`config.mk`:
```
export PLATFORM = sky130hd
export DESIGN_NAME = uart_rx_frontend
export DESIGN_NICKNAME = d
export VERILOG_FILES = /design/src/rtl/uart_rxfe_pkg.sv /design/src/rtl/uart_rxfe_cond.sv /design/src/rtl/uart_rxfe_wake.sv /design/src/rtl/uart_rxfe_abd.sv /design/src/rtl/uart_rx_frontend.sv
export SDC_FILE = /design/constraint.sdc
export NUM_CORES = 1
export LEC_CHECK = 0
export BUFFER_PORTS_ARGS = -buffer_cell sky130_fd_sc_hd__buf_2
export CAP_MARGIN = 10
export CORE_AREA = 2 2 74 76
export CTS_CLUSTER_DIAMETER = 100
export DETAILED_ROUTE_END_ITERATION = 10
export DIE_AREA = 0 0 76 78
export PLACE_DENSITY = 0.81
export SLEW_MARGIN = 20
export SYNTH_ARGS = -nofsm -noshare
export SYNTH_HDL_FRONTEND = slang
export SYNTH_SLANG_ARGS = --single-unit
```
`constraint.sdc`:
```
create_clock -name clk -period 3.4 [get_ports clk]
set_input_delay 0.34 -clock clk [delete_from_list [all_inputs] [get_ports clk]]
set_output_delay 0.34 -clock clk [all_outputs]
set_load 0.02 [all_outputs]
```
`src/rtl/uart_rxfe_pkg.sv`:
```
package uart_rxfe_pkg;

   typedef enum logic [0:0] {
      ABD_IDLE = 1'b0,
      ABD_MEAS = 1'b1
   } abd_state_t;

   // A 0x55 sync character shows five falling edges spread over eight bit times
   localparam int unsigned SYNC_FALLS     = 5;
   localparam int unsigned SPAN_BITS_LOG2 = 3;
   localparam int unsigned OVS_SLOW_LOG2  = 4;
   localparam int unsigned OVS_FAST_LOG2  = 2;

   function automatic logic [31:0] divisor_from_span(input logic [31:0] span,
                                                     input logic        fast);
      logic [31:0] per_tick;
      per_tick = fast ? (span >> (SPAN_BITS_LOG2 + OVS_FAST_LOG2))
                      : (span >> (SPAN_BITS_LOG2 + OVS_SLOW_LOG2));
      return (per_tick == 32'd0) ? 32'd0 : per_tick - 32'd1;
   endfunction

endpackage

```
`src/rtl/uart_rxfe_cond.sv`:
```
module uart_rxfe_cond #(
   parameter int unsigned SYNC_STAGES = 2
) (
   input  logic clk,
   input  logic rst_n,
   input  logic en,
   input  logic loopback,
   input  logic invert,
   input  logic rx_pin,
   input  logic tx_line,
   output logic line,
   output logic fall,
   output logic rise
);

   logic                   raw;
   logic [SYNC_STAGES-1:0] chain;
   logic                   line_q;

   assign raw = loopback ? tx_line : rx_pin;

   // The stage at the top of the chain holds the oldest sample
   generate
      if (SYNC_STAGES == 2) begin : g_two
         always_ff @(posedge clk or negedge rst_n) begin
            if (!rst_n) chain <= '1;
            else        chain <= {chain[0], raw};
         end
      end else begin : g_deep
         always_ff @(posedge clk or negedge rst_n) begin
            if (!rst_n) chain <= '1;
            else        chain <= {chain[SYNC_STAGES-2:0], raw};
         end
      end
   endgenerate

   assign line = en ? (chain[SYNC_STAGES-1] ^ invert) : 1'b1;

   always_ff @(posedge clk or negedge rst_n) begin
      if (!rst_n) line_q <= 1'b1;
      else        line_q <= line;
   end

   assign fall = line_q & ~line;
   assign rise = ~line_q & line;

endmodule

```
`src/rtl/uart_rxfe_wake.sv`:
```
module uart_rxfe_wake (
   input  logic clk,
   input  logic rst_n,
   input  logic en,
   input  logic arm,
   input  logic fall,
   input  logic rise,
   output logic armed,
   output logic irq
);

   always_ff @(posedge clk or negedge rst_n) begin
      if (!rst_n) begin
         armed <= 1'b0;
         irq   <= 1'b0;
      end else begin
         irq <= en & armed & fall;
         if (!en)                armed <= 1'b0;
         else if (arm)           armed <= 1'b1;
         else if (armed && rise) armed <= 1'b0;
      end
   end

endmodule

```
`src/rtl/uart_rxfe_abd.sv`:
```
module uart_rxfe_abd
   import uart_rxfe_pkg::*;
#(
   parameter int unsigned CNT_W      = 16,
   parameter int unsigned DIV_W      = 16,
   parameter bit          HS_SUPPORT = 1'b1
) (
   input  logic             clk,
   input  logic             rst_n,
   input  logic             en,
   input  logic             req_set,
   input  logic             hispeed,
   input  logic             fall,
   output logic             req,
   output logic [DIV_W-1:0] divisor,
   output logic             done,
   output logic             abort
);

   localparam int unsigned FALL_W    = $clog2(SYNC_FALLS);
   localparam int unsigned LAST_FALL = SYNC_FALLS - 2;

   abd_state_t        state;
   logic [CNT_W-1:0]  cnt;
   logic [FALL_W-1:0] falls;
   logic              fast;
   logic              last_edge;
   logic              saturated;

   generate
      if (HS_SUPPORT) begin : g_hs
         assign fast = hispeed;
      end else begin : g_no_hs
         logic unused_hs;
         assign unused_hs = hispeed;
         assign fast      = 1'b0;
      end
   endgenerate

   assign last_edge = fall && (falls == FALL_W'(LAST_FALL));
   assign saturated = (cnt == '1);

   always_ff @(posedge clk or negedge rst_n) begin
      if (!rst_n) begin
         state   <= ABD_IDLE;
         req     <= 1'b0;
         cnt     <= '0;
         falls   <= '0;
         divisor <= '0;
         done    <= 1'b0;
         abort   <= 1'b0;
      end else begin
         done  <= 1'b0;
         abort <= 1'b0;
         if (!en) begin
            state <= ABD_IDLE;
            req   <= 1'b0;
         end else begin
            case (state)
               ABD_IDLE: begin
                  if (req && fall) begin
                     state <= ABD_MEAS;
                     cnt   <= CNT_W'(1);
                     falls <= '0;
                  end
               end
               ABD_MEAS: begin
                  if (last_edge) begin
                     divisor <= DIV_W'(divisor_from_span(32'(cnt), fast));
                     done    <= 1'b1;
                     req     <= 1'b0;
                     state   <= ABD_IDLE;
                  end else if (saturated) begin
                     abort <= 1'b1;
                     req   <= 1'b0;
                     state <= ABD_IDLE;
                  end else begin
                     cnt <= cnt + CNT_W'(1);
                     if (fall) falls <= falls + FALL_W'(1);
                  end
               end
               default: state <= ABD_IDLE;
            endcase
            if (req_set && state == ABD_IDLE) req <= 1'b1;
         end
      end
   end

endmodule

```
`src/rtl/uart_rx_frontend.sv`:
```
module uart_rx_frontend #(
   parameter int unsigned SYNC_STAGES = 2,
   parameter int unsigned CNT_W       = 16,
   parameter int unsigned DIV_W       = 16,
   parameter bit          HS_SUPPORT  = 1'b1
) (
   input  logic             clk,
   input  logic             rst_n,
   input  logic             cfg_enable,
   input  logic             cfg_loopback,
   input  logic             cfg_invert,
   input  logic             cfg_hispeed,
   input  logic             wake_set,
   input  logic             abd_set,
   input  logic             rx_pin,
   input  logic             tx_line,
   output logic             rx_line,
   output logic             rx_deliver,
   output logic             wake_armed,
   output logic             wake_irq,
   output logic             abd_pending,
   output logic [DIV_W-1:0] baud_div,
   output logic             baud_done,
   output logic             baud_abort
);

   generate
      if (SYNC_STAGES < 2)         begin : g_bad_sync  $error("SYNC_STAGES must be at least 2"); end
      if (CNT_W < 8 || CNT_W > 31) begin : g_bad_cnt   $error("CNT_W must lie in 8..31");        end
      if (DIV_W < 1 || DIV_W > 32) begin : g_bad_div   $error("DIV_W must lie in 1..32");        end
   endgenerate

   logic line_fall;
   logic line_rise;

   uart_rxfe_cond #(.SYNC_STAGES(SYNC_STAGES)) u_cond (
      .clk      (clk),
      .rst_n    (rst_n),
      .en       (cfg_enable),
      .loopback (cfg_loopback),
      .invert   (cfg_invert),
      .rx_pin   (rx_pin),
      .tx_line  (tx_line),
      .line     (rx_line),
      .fall     (line_fall),
      .rise     (line_rise)
   );

   uart_rxfe_wake u_wake (
      .clk   (clk),
      .rst_n (rst_n),
      .en    (cfg_enable),
      .arm   (wake_set),
      .fall  (line_fall),
      .rise  (line_rise),
      .armed (wake_armed),
      .irq   (wake_irq)
   );

   uart_rxfe_abd #(.CNT_W(CNT_W), .DIV_W(DIV_W), .HS_SUPPORT(HS_SUPPORT)) u_abd (
      .clk     (clk),
      .rst_n   (rst_n),
      .en      (cfg_enable),
      .req_set (abd_set),
      .hispeed (cfg_hispeed),
      .fall    (line_fall),
      .req     (abd_pending),
      .divisor (baud_div),
      .done    (baud_done),
      .abort   (baud_abort)
   );

   assign rx_deliver = cfg_enable & ~abd_pending;

endmodule

```
==> results.tsv <==
stage	metric	value	unit
timing	clock skew	0.005649	ns
floorplan	I/O pin total	33	
clock_tree	H-tree Lvls	2	
pwr	Static Leak	1.297	nW
detailed_routing	Routed WL	4970	µm
timing	Final min period	2.104	ns
synthesis	post-synthesis sequential area ratio	0.4455	
finish	n_diodes	0	
critical_path	WP data required	3.58	ns
critical_path	flop2flop setup slack	1.30	ns
clock_tree	CTS resizes	0	
floorplan	Die Y	78	µm
synthesis	FF+latch count, synth	44	
detailed_routing	via count	2040	
timing	Peak Freq	475.4	MHz
synthesis	top_reg_cell synth	dfrtp_1	
timing	worst setup margin	1.296	ns
global_routing	first-pass GRT wire length	8852	µm
job	Max-Cap Viols	0	
timing	final setup TNS	0	ns
critical_path	Worst R2R Start	u_abd.cnt[7]	
clock_tree	Hold Buf Count CTS	0	
global_routing	grt ovf	0	
synthesis	synthesized cell area	2480	µm²
timing	RSZ-0062 raised after global routing	no	
clock_tree	Clk Tree Root Cell	clkbuf_8	
global_routing	initial antenna violation count	0	
clock_tree	Clock Latency Late Sink	0.31	ns
clock_tree	total CTS buffers	5	
hold_path	worst min path class	primary input to async pin	
floorplan	num rows	26	
timing	Slew Limit Headroom	0.3818	
detailed_routing	routed length per instance	13.84	µm
critical_path	Crit. End Element	flip-flop	
synthesis	synth unique cells	59	
clock_tree	CTS tree	built	
critical_path	worst path arrival time	2.28	ns
synthesis	ys async rst share	1.000	
timing	Hold Fails Final Rpt	0	
clock_tree	CTS sink cnt	44	
critical_path	reg2reg path depth	6	
floorplan	Initial Util	0.4918	
detailed_routing	DRT antenna net count	0	
outcome	status	finished clean	
synthesis	Mapped Nets	279	
place	Buffers on Ports	32	
global_routing	number of global-route vias before repair	1935	
synthesis	Avg Inst Size Synth	9.393	µm²
finish	share of cells above drive strength 1	0.2111	
detailed_routing	Via density	5.682	
detailed_routing	DR pass1 iterations	4	
detailed_routing	Post-route DRC	0	
critical_path	critical path class	flip-flop to flip-flop	
pwr	maximum VDD drop	0.0003917	V
timing	measured slew at the worst slew-check pin	0.9273	ns
global_routing	total track usage	0.1806	
timing	endpoints failing setup	0	
place	Final Wtd Congestion	0.8475	
finish	P&R area growth vs syn	10.09	%
detailed_routing	initial drt markers	165	
critical_path	CP startpoint	u_abd.cnt[7]	
synthesis	number of flops mapped to enable cells by yosys	0	
floorplan	die span in x	76	µm
pwr	overall power	1.250	mW
finish	Final #Nets	303	
synthesis	Mapped Cells	264	
floorplan	placeable core region	5042	µm²
critical_path	CP max FO	9	
critical_path	nature of the critical path startpoint	flip-flop	
clock_tree	CTS clk-pin slew, worst paths	0.08	ns
clock_tree	Setup Fix Bufs, Post-CTS	0	
floorplan	Die Area	5928	µm²
clock_tree	worst-case clock buffer depth	2	
critical_path	RR Endpoint	u_abd.divisor[10]	
place	DP HPWL	3519	µm
timing	final worst path period share	0.6187	
synthesis	yosys warns	0	
global_routing	largest net degree at the start of global routing	45	
place	Post-Place Worst Slack	1.052	ns
pwr	Pwr Density	457.7	nW/µm²
timing	Slew Viols, Final	0	
-- through the flow --
step | hold WS, ns | utilization | cells | area (µm²)
2_1_floorplan | 0.04441 | - | 264 | 2480
3_3_place_gp | 0.3491 | 0.5228 | 351 | 2636
3_5_place_dp | 0.3498 | 0.5228 | 351 | 2636
4_1_cts | 0.2070 | 0.5414 | 359 | 2730
5_1_grt | 0.2580 | 0.5414 | 359 | 2730
6_report | 0.1676 | 0.5414 | 359 | 2730
-- cell families after synthesis --
family,Yosys count,synth area share
and+or+nand+nor,101,0.2195
adders and majority gates,5,0.02523
xor gates and xnor gates,7,0.02775
buffers and inverters,25,0.05348
DFF,44,0.4455
AOI/OAI and AO/OA,75,0.1993
muxes,7,0.02926
-- how the worst max path moves through the flow --
stage,end,slack [ns]
after floorplan,u_abd.divisor[10],1.20
after global placement,u_abd.divisor[10],1.13
after detailed placement,u_abd.divisor[10],1.05
after CTS,u_abd.divisor[10],1.31
after global routing,u_abd.divisor[10],1.11
final,u_abd.divisor[10],1.30
-- flip-flops by register name (all words and copies together) (netlist names) --
register / flops
u_abd.abort: 1
u_abd.cnt: 16
u_abd.divisor: 16
u_abd.done: 1
u_abd.falls: 3
u_abd.req: 1
u_abd.state: 1
u_cond.chain: 2
u_cond.line_q: 1
u_wake.armed: 1
u_wake.irq: 1
-- cells in the mapped netlist, drive strengths merged, types with 2 or more instances --
master / number / area, µm²
a31o: 2 / 17.52
nand4: 5 / 31.28
o31ai: 2 / 15.01
nand3b: 2 / 15.01
a21oi: 10 / 53.80
clkbuf: 6 / 22.52
nor4: 2 / 12.51
o21a: 2 / 15.01
a21o: 4 / 30.03
o22ai: 2 / 12.51
nand2b: 2 / 12.51
ha: 5 / 62.56
buf: 10 / 76.32
nor2b: 5 / 31.28
nor3: 8 / 56.31
xnor2: 5 / 51.30
dfrtp: 41 / 1026
nor2: 15 / 56.30
nor3b: 3 / 32.53
mux2i: 5 / 50.05
xor2: 2 / 17.52
a41oi: 2 / 17.52
and2: 4 / 27.53
a31oi: 17 / 106.4
a22o: 4 / 35.03
nor4b: 2 / 32.53
inv: 9 / 33.78
and3: 3 / 18.77
nand2: 40 / 160.2
o21ai: 21 / 108.9
nand3: 7 / 35.03
dfstp: 3 / 78.83
mux2: 2 / 22.52
-- report_power, final --
group | internal [mW] | leakage, nW | total [mW] | switching, mW
Clock | 0.165 | 0.0445 | 0.346 | 0.180
Sequential | 0.579 | 0.591 | 0.649 | 0.0705
Combinational | 0.108 | 0.662 | 0.255 | 0.147
-- cell type report --
type | instances | area, µm²
Fill cell | 446 | 2312
Clock buffer | 7 | 86.33
Sequential cell | 44 | 1105
Clock inverter | 1 | 7.507
Inverter | 9 | 33.78
Timing Repair Buffer | 33 | 167.7
Multi-Input combinational cell | 195 | 1242
Tap cell | 70 | 87.58
-- layout by cell type (no fill, tap or decap), types with 3 or more instances in the layout --
cell type,instances
nand4_1,5
nor3_1,6
nor2b_1,5
nand2_1,38
o21ai_0,16
inv_1,8
a22o_1,4
dfrtp_1,41
mux2i_1,5
buf_2,32
clkbuf_8,6
ha_1,5
o21ai_1,4
dfstp_2,3
nor2_1,15
a21o_1,4
nand3_1,7
xnor2_1,4
a21oi_1,9
and3_1,3
and2_1,3
a31oi_1,17
-- routing by layer --
layer,global-route usage,wire length (µm)
met1,0.2390,2357
met4,0.08727,83
met3,0.03605,183
met5,0,0
met2,0.2848,2345
-- worst max-delay path, cell delays in order (launching register included) --
cell,delay (ns)
dfrtp_1,0.50
mux2i_1,0.29
ha_1,0.29
o21ai_1,0.17
or4_1,0.49
a31oi_1,0.17
o21ai_1,0.07
No activity file was read; power rests on OpenSTA's default activity.
